==> src/rtl/arp_addr_gen.sv <==
module arp_addr_gen #(
  parameter int AW = 12
) (
  input  logic          clk,
  input  logic          rst_n,
  input  logic          start,
  input  logic [AW-1:0] n_len,
  input  logic [AW-1:0] p0,
  input  logic [AW-1:0] p1,
  input  logic [AW-1:0] p2,
  input  logic [AW-1:0] p3,
  output logic [AW-1:0] addr,
  output logic          addr_valid,
  output logic          addr_last
);

  function automatic logic [AW-1:0] modn(input logic [AW:0] s, input logic [AW-1:0] m);
    logic [AW:0] d;
    d = s - {1'b0, m};
    return (s >= {1'b0, m}) ? d[AW-1:0] : s[AW-1:0];
  endfunction

  logic          busy;
  logic [AW-1:0] n_q, p0_q, base_q, idx_q;
  logic [1:0]    ph_q;
  logic [AW-1:0] off_q [4];
  logic [AW-1:0] off_d [4];
  logic [AW-1:0] half;
  logic          accept;

  assign half   = n_len >> 1;
  assign off_d[0] = '0;
  assign off_d[1] = modn({1'b0, half} + {1'b0, p1}, n_len);
  assign off_d[2] = p2;
  assign off_d[3] = modn({1'b0, half} + {1'b0, p3}, n_len);

  assign addr_valid = busy;
  assign addr_last  = busy && (idx_q == n_q - AW'(1));
  assign accept     = start && (!busy || addr_last);
  assign addr       = modn({1'b0, base_q} + {1'b0, off_q[ph_q]}, n_q);

  always_ff @(posedge clk or negedge rst_n) begin
    if (!rst_n) begin
      busy   <= 1'b0;
      n_q    <= '0;
      p0_q   <= '0;
      base_q <= '0;
      idx_q  <= '0;
      ph_q   <= '0;
      for (int k = 0; k < 4; k++) off_q[k] <= '0;
    end else if (accept) begin
      busy   <= 1'b1;
      n_q    <= n_len;
      p0_q   <= p0;
      base_q <= AW'(1);
      idx_q  <= '0;
      ph_q   <= '0;
      for (int k = 0; k < 4; k++) off_q[k] <= off_d[k];
    end else if (busy) begin
      if (addr_last) begin
        busy <= 1'b0;
      end else begin
        base_q <= modn({1'b0, base_q} + {1'b0, p0_q}, n_q);
        idx_q  <= idx_q + AW'(1);
        ph_q   <= ph_q + 2'd1;
      end
    end
  end

endmodule

==> config.mk <==
export PLATFORM = sky130hd
export DESIGN_NAME = arp_addr_gen
export DESIGN_NICKNAME = d
export VERILOG_FILES = /design/src/rtl/arp_addr_gen.sv
export SDC_FILE = /design/constraint.sdc
export NUM_CORES = 1
export LEC_CHECK = 0
export BUFFER_PORTS_ARGS = -buffer_cell sky130_fd_sc_hd__buf_2
export CORE_MARGIN = 2
export CORE_UTILIZATION = 56
export CTS_CLUSTER_DIAMETER = 50
export DETAILED_ROUTE_END_ITERATION = 10
export MAX_ROUTING_LAYER = met4
export PLACE_DENSITY = 0.77
export SYNTH_ARGS = -nofsm -noshare
export SYNTH_HDL_FRONTEND = slang
export SYNTH_SLANG_ARGS = --single-unit
==> constraint.sdc <==
create_clock -name clk -period 5.7 [get_ports clk]
set_clock_uncertainty 0.2 [all_clocks]
set_input_delay 1.425 -clock clk [delete_from_list [all_inputs] [get_ports clk]]
set_output_delay 1.425 -clock clk [all_outputs]
set_load 0.01 [all_outputs]
# Word level (Yosys, flattened, before mapping)
# Cells that the tools add are included.
# totals
regBits	87
in_bits	63
output_inout_bits	14
word_cells	53
# classes
addsub	11
magnitude_cmp	5
eq_ne	2
mux	19
bitwise	1
n_reduce_logical	6
# op_table
op	count
$mux W12	12
$ge A13 B12 Y1	4
$sub A12 B12 Y12	4
$add A11 B12 Y13	2
$add A12 B12 Y13	2
$bmux W12 S2	1
$add A12 B1 Y12 const B	1
$eq A12 B12 Y1	1
$sub A12 B1 Y12 const B	1
$mux W2	3
$ge A3 B3 Y1 const B	1
$mux W1	3
$not A2 Y3	1
$add A2 B1 Y2 const B	1
$logic_and A1 B1 Y1	2
$ne A2 B1 Y1 const B	1
$reduce_and A2 Y1	1
$reduce_bool A2 Y1	1
$logic_not A1 Y1	1
$logic_or A1 B1 Y1	1

# Longest topological paths before layout
# Gate-level depths: netlist of the first run.
# depth
ltp_word	7
ltp_mapped	21
ltp_nobuf	19

# Worst setup path before layout of the first run
# No wires, ideal clock.
# synth_path
path_kind	flip-flop to output port
start	register ph_q[1]
end	output port addr[2]
arrival_time_ns	4.643
required_time_ns	4.075
slack_ns	-0.568
path_stages_with_launch	20
path_buffers	3
path_cell_list	dfrtp_1 -> clkbuf_1 -> nor2b_1 -> clkbuf_1 -> a22o_1 -> ha_1 -> fa_1 -> a21o_1 -> a21oi_1 -> o21bai_1 -> a2111o_1 -> a31o_2 -> a21oi_1 -> xnor2_1 -> ha_1 -> and3_1 -> a311o_1 -> a21boi_2 -> buf_4 -> mux2_1
# synth_between
elab_chain_cells	7
elab_cells_between_ends	8
classes_between	add/sub (2); order compare (1); mux (4); bitwise (1)
# synth_lines
item	line	rtl
start, declared	25	logic [1:0] ph_q;
start signal, assigned	65	ph_q <= ph_q + 2'd1;
$not A2 Y3 (implied by the code) *	40	assign addr = modn({1'b0, base_q} + {1'b0, off_q[ph_q]}, n_q);
$bmux W12 S2 *	40	
$mux W12 (implied by the code) * (2 in a row)	40	
$add A12 B12 Y13 *	40	
$sub A12 B12 Y12 or $ge A13 B12 Y1 (tied branches)	19, 20	
$mux W12 *	20	return (s >= {1'b0, m}) ? d[AW-1:0] : s[AW-1:0];
end, declared	12	output logic [AW-1:0] addr,
# Mark *: on every way between the ends. The rest lies on a longest branch, timed or not. The select of a mux whose other input is x is not followed.

# Worst setup path in the final report of the first run
# Ends and elaborated chain as after synthesis.

==> results of run 1 <==
[flip-flops by register name, summed over array words and instances, names as in the netlist]
name        count
p0_q           12
n_q            12
ph_q            2
off_q          36
addr_valid      1
idx_q          12
base_q         12
[report_power, final]
part           internal, uW  switching (uW)  leakage (uW)
clock                   350             280      0.000148
combinational           255             328       0.00386
sequential              617               0       0.00111
[final cells by class]
class                      count  area, um^2
timing repair buffer         151         981
fill                        1297        5010
clock inverter                 7        92.6
clock buffer                   9         225
inverter                      54         203
multi-input combinational    865        6280
sequential                    87        2180
tap                          188         235
[placed cells by master, fill, tap and decap left out, types with 51 or more instances in the layout]
cell / synthesis / layout
inv_1: 54 / 54
xnor2_1: 58 / 58
buf_2: 12 / 74
o21ai_0: 62 / 62
dfrtp_1: 87 / 87
buf_4: 4 / 73
nand2_1: 121 / 121
a21oi_1: 53 / 51
nor2_1: 77 / 77
ha_1: 96 / 95
[timing repair]
item	in CTS	in global routing
pin swaps	2	1
buffers inserted	4	1
gates resized for setup	8	2
endpoints found under the setup margin	12	12
[worst max-delay path: stages (launching register included)]
cell and delay [ns]:
dfrtp_1 0.43, mux2_4 0.32, a22o_1 0.19, ha_2 0.20, fa_2 0.36, a21o_1 0.19, a21oi_2 0.13, o21bai_1 0.11
a2111o_1 0.41, a31o_4 0.24, a21oi_2 0.12, xnor2_1 0.16, ha_1 0.30, nor2b_4 0.15, a311o_1 0.35, a21boi_2 0.18
buf_12 0.17, mux2_4 0.30, buf_2 0.14
[cells by family after synthesis]
| logic type | synth area share (%) |
|---|---|
| and+or+nand+nor | 19.2 |
| AOI/OAI and AO/OA | 20.8 |
| adders and majority gates | 15.6 |
| buffers and inverters | 4.47 |
| DFF | 24.9 |
| xor gates and xnor gates | 8.22 |
| muxes | 6.82 |
[through the flow]
step | setup slack (ns) | utilization (%) | hold WS (ns)
after floorplan | -0.170 | - | 0.244
after global placement | -0.262 | 64.4 | 0.264
after detailed placement | -0.338 | 64.4 | 0.269
after CTS | -0.708 | 66.9 | 0.287
after global routing | -0.915 | 67.1 | 0.311
final | -0.725 | 67.1 | 0.286
[how the worst max path moves through the flow]
| stage | to | depth (start not counted) | slack [ns] |
|---|---|---|---|
| finish | addr[2] | 18 | -0.73 |
| global route | addr[6] | 18 | -0.91 |
| CTS | addr[7] | 20 | -0.71 |
| detailed placement | addr[7] | 20 | -0.34 |
| global placement | addr[1] | 18 | -0.26 |
| floorplan | addr[10] | 19 | -0.17 |
[per-layer routing]
| metal | vias to the layer above | GRT usage [%] | share of wire (%) | routed length, um |
|---|---|---|---|---|
| met5 | - | - | 0 | 0 |
| met4 | 0 | 11.6 | 3.5 | 818 |
| met3 | 53 | 5.11 | 5.0 | 1170 |
| met2 | 190 | 50.4 | 48 | 11100 |
| met1 | 3798 | 37.0 | 44 | 10300 |
| li1 | 4009 | - | - | - |
==> results.txt, run 1 <==
- The run finished, with violations left.
- Violated checks: setup timing
- Final critical delay including setup and external delays: between 6 and 7 ns
- Highest ir drop seen on vdd: between 0.2 and 0.25 mV
- In this run the critical register-to-register path is captured at base_q[0].
* RSZ-0062 raised after global routing: true
- In this run, the number of DRC markers left after iteration 0 of detailed routing was 607.
* Number of buffers added on ports: 76
* Critical path endpoint category: primary output
- In the post-synthesis netlist, the biggest area contributors are dfrtp_1 (25%), ha_1 (14%), xnor2_1 (5.8%).
* Count of flip-flops with a built-in enable after synthesis: 0
- Number of top-level pins: 77
* Number of antenna violations at the first check in global routing: 0
- Derived from the worst setup path, the maximum achievable clock frequency is 0.156 GHz.
- The worst register-to-register path begins at base_q[0].
- The worst hold path terminates at off_q[8].
* Leakage component of the power: 0.00511 uW
- Buffer type at the clock tree root: clkbuf_16
- First-pass GRT wire length: 38500 um
- RD Place Congestion: 0.961
- At the worst endpoint, the arrival time is 4.80 ns.
- Max-slew violations: 0
* Post-Place Cells: 1341
* Maximum clock insertion buffer count: 2
- Synthesis handed over a netlist of 1042 instances.
- Die Span Y: about 130 um
- For the worst flop-to-flop path, the logic depth is 17.
* Placed cell areas: 9790 um^2
- Measured against its own limit, the worst slew margin works out to 43.3%.
* Beginning of the worst hold path: off_q[8]
- Worst min-delay path category: reg -> reg
- After global routing the overflow that remains totals 0.
- Dividing the detail-routed wire length by the instance count gives around 17 um.
- Setup slack on the critical path of the routed design comes to -0.725 ns.
- Maxcap violations: 0
- The first detailed-routing pass took 5 iterations.
- Remaining number of nets flagged by the antenna check after routing: 0
- Crit path from: ph_q[1]
- Post-synth top cells: nand2_1 (121), ha_1 (96), dfrtp_1 (87), nor2_1 (77), o21ai_0 (62)
- R2r setup slk: 0.97 ns
- The region available for standard cell placement spans between 15000 and 20000 um^2.
* Area added between synthesis and finish: 16.7%
* Critical Path RT: 4.07 ns
- At the pin with the least slew margin, the transition time is 0.850 ns.
- For this block, the via count after detailed routing is 8050.
- Remaining routing DRC violations: 0
* Diode count: 0
* Post-synthesis async set-or-reset flop share: 100%
* Flop and latch count out of synthesis: 87
- Setup violations remaining at the end of the flow were counted as 12.
- Detailed placement ended at an HPWL of approximately 19000 um.
- Hold-fix buffers at CTS: 0
* Pin count of the biggest net entering global routing: 68
* Final hold violations: 0
- The number of global-route vias before repair was 7930.
- The mapped netlist covers 8740 um^2.
- Clock transition at the register clock pins on the worst setup and hold paths after CTS: 0.07 ns
- Power spread over the standard cell area amounts to approximately 180 nW/um^2.
- Placement row count: 45
* Tot GR Track Use: 30.3%
- Clock tree from TritonCTS: built
- Fin nets: 1335
- Of the available clock period, the critical path in the final layout requires 113%.
- Leading register cell type out of synthesis: dfrtp_1
- Proportion of layout cells with a drive suffix above 1: 19.3%
- Kind of start point of the critical path: flip-flop
- Once the floorplan was initialized, standard cells occupied 57.5% of the core.
* Count of different cell masters after synthesis: 76
* Chip width: 129 um
- Of the synthesized area, sequential elements account for about a quarter.
* Largest area contributor in the synthesized netlist: dfrtp_1
- Via/cell ratio: a little under 6
- TNS Setup: -8.48 ns
- Hold Path Cell Cnt: 2
- Once layout is complete, the cells apart from fillers number 1361.
- Worst-path fanout max: 11
* Final Power: around 1800 uW
- Routed Wire Length: 23500 um
- Overall die area: 16600 um^2
- Clock buffers created by TritonCTS: 9
* Number of nets in the synthesized netlist: approximately 1200
* Critical Setup Path Class: reg -> out
- Total of warnings raised by yosys: 0
* H-tree Lvls: 3
- Post-Layout Inst Area: 10200 um^2
* Share of Yosys cell area claimed by the top area cell type: 24.9%
- Synthesized area divided by synthesized cell count: approximately 8.4 um^2
* Cell with the most instances after synthesis: nand2_1
* Clock sink count: 87
- At the later pin of the worst-skew pair, clock insertion delay measures 0.36 ns.
Note: power is estimated with default switching activity, not from simulation.
==> run 2: changes to the inputs <==
- clock period: 5.7 -> 5.2 ns (I/O delays scaled with it)
==> results.txt, run 2 (synthesis gave the netlist of run 1 again) <==
- Result of the run: finished, violations left
- Violated checks: setup timing
* Area added between synthesis and finish: 22.7%
- Routed Wire Length: 24600 um (+4.9%)
- Diode count: 0 (unchanged)
- The critical path is of the reg -> out type.
* Clock buffers created by TritonCTS: 9 (unchanged)
- Register bank with the most flops: off_q
- The detailed-router iteration count before antenna repair was 7 (+2).
* Worst-path fanout max: 5 (-6)
- The endpoint required time on the critical path came to 3.70 ns (-0.37 ns).
- RSZ-0062 raised after global routing: true
- Proportion of layout cells with a drive suffix above 1: 23.4% (+4.1 points)
- The via density per instance came to 5.99 (+1.2%).
- Met1 capacity usage during global routing: 38.2% (+1.2 points)
* GR Util met3: 5.95% (+0.83 points)
- The max capacitance violation total came to 0 (unchanged).
* Leading cell types in the layout, fill and taps excluded: nand2_1 (121), buf_4 (121), ha_1 (94)
- The routing usage on met2 was 49.6% (-0.84 points).
* Starting utilization of the core area: 57.5% (unchanged)
* Vias in the first global route: 8016 (+1.1%)
- Kind of start point of the critical path: flip-flop
* Setup slack of the critical path after layout: -1.21 ns (-0.483 ns)
- Leakage component of the power: 0.00541 uW (+5.7%)
* Average wire length per cell after detail routing: 17.4 um (+1.2%)
- Clock latency on the worst-skew pair: 0.35 ns (about the same)
- The core outline area was 15200 um^2 (unchanged).
- Fin nets: 1385 (+3.7%)
- The initial antenna violation count was 0 (unchanged).
* Maximum clock insertion buffer count: 2 (unchanged)
- Final non-filler cell total: 1411 (+3.7%)
- First-pass GRT wire length: 39500 um (+2.7%)
- The number of top-level pins came to 77 (unchanged).
- GR Overflow Total: 0 (unchanged)
- H-tree Lvls: 3 (unchanged)
* Max-slew violations: 0 (unchanged)
- The worst hold path belongs to the class reg -> reg.
* Headroom to the max-slew limit: 50.0% (+6.7 points)
- The number of flip-flops in the largest register is 36 (unchanged).
* Pwr Density: 188 nW/um^2 (+4.6%)
* Number of vias after detailed routing: 8448 (+4.9%)
- Final Power: 2010 uW (+10%)
- Highest clock frequency the design can meet: 0.156 GHz
- The layer flagged by global routing as most heavily used is met2.
- The number of cell rows was 45 (unchanged).
* Remaining routing DRC violations: 0 (unchanged)
- The signal arrival time at the worst endpoint was 4.91 ns (+0.11 ns).
* Overall die area: 16600 um^2 (unchanged)
* Pin count of the biggest net entering global routing: 52 (-24%)
- Portion of the clock cycle consumed by the worst path in the final layout: 123%
- Subtracting the final worst setup slack from the clock period gives 6.41 ns.
* Post-Place Cells: 1380 (+2.9%)
- The placed wire-length estimate is 18900 um (+1.3%).
* TNS Setup: -13.92 ns (-5.44 ns)
- RD Place Congestion: 0.976 (+1.6%)
- The sink count of the clock tree is 87 (unchanged).
- Critical path endpoint category: primary output
* Clock tree from TritonCTS: built
* Final hold violations: 0 (unchanged)
- Pin slew with the least headroom to its limit: 0.749 ns (-0.102 ns)
- The tightest hold margin came to 0.285 ns (-0.00122 ns).
- Buffer type at the clock tree root: clkbuf_16
- The final number of setup-violating endpoints is 12 (unchanged).
- The global router's overall resource usage was 31.0% (+0.69 points).
* Remaining number of nets flagged by the antenna check after routing: 0 (unchanged)
- Hold-fix buffers at CTS: 0 (unchanged)
- Initial DRC count: 678 (+12%)
* Highest ir drop seen on vdd: 0.210 mV (-0.42%)
- Die Span Y: 129 um (unchanged)
- The count of input and output buffers is 76 (unchanged).
* Clock transition at the register clock pins on the worst setup and hold paths after CTS: 0.07 ns (about the same)
* Chip width: 129 um (unchanged)
## run 2: timing repair
action,CTS,global route
setup buffers,5,11
pin swaps,0,9
resized for setup,2,30
endpoints found under the setup margin,12,23
cloned,0,1
## run 2: worst paths after layout
| check | from | end | slack [ns] | cells after the start |
|---|---|---|---|---|
| worst max register to register | base_q[0] | base_q[1] | 0.31 | 17 |
| min in group asynchronous | rst_n | idx_q[4] | 0.77 | 1 |
| worst min-delay path | off_q[4] | off_q[4] | 0.29 | 2 |
| max in group asynchronous | rst_n | off_q[17] | 3.09 | 2 |
| worst max-delay path | ph_q[1] | addr[10] | -1.21 | 20 |
| worst min register to register | off_q[4] | off_q[4] | 0.29 | 2 |
## run 2: stage by stage
step / util (%) / setup slack, ns / instance area [um^2]
global route: 70.5 / -1.42 / 10700
detailed placement: 66.5 / -0.756 / 10100
finish: 70.5 / -1.21 / 10700
floorplan: - / -0.545 / 8830
global placement: 66.5 / -0.634 / 10100
CTS: 68.7 / -1.12 / 10400
## run 2: cell type report
class                           instances  area, um^2
Tap cell                              188         235
Timing Repair Buffer                  201        1440
Multi-Input combinational cell        865        6360
Inverter                               54         203
Sequential cell                        87        2180
Clock inverter                          7        71.3
Clock buffer                            9         225
Fill cell                            1229        4490
## run 2: metal layers
layer / part of all wire [%] / vias up / wire length (um)
li1: - / 4133 / -
met1: 43 / 3993 / 10600
met2: 48 / 251 / 11700
met3: 5.1 / 71 / 1260
met4: 4.3 / 0 / 1050
met5: 0 / - / 0
## run 2: report_power, final
| group | internal, uW | leakage [uW] | switching, uW | total [uW] |
|---|---|---|---|---|
| registers | 676 | 0.00111 | 0 | 676 |
| logic | 317 | 0.00415 | 374 | 691 |
| clock network | 338 | 0.000146 | 307 | 645 |
| total | 1330 | 0.00541 | 681 | 2010 |
## run 2: worst max-delay path, cell delays in order (launching register included)
cell and delay [ns]:
dfrtp_1 0.42, mux2_2 0.37, a22o_1 0.21, ha_1 0.27, a21o_1 0.19, a21oi_2 0.15, nor2b_1 0.09, o41ai_2 0.25
buf_4 0.18, o21ai_0 0.11, o41ai_1 0.39, xor2_1 0.24, inv_1 0.07, ha_1 0.20, a211oi_2 0.20, o31ai_2 0.11
a41oi_2 0.19, a21boi_4 0.28, clkbuf_16 0.19, mux2_4 0.31, buf_6 0.13
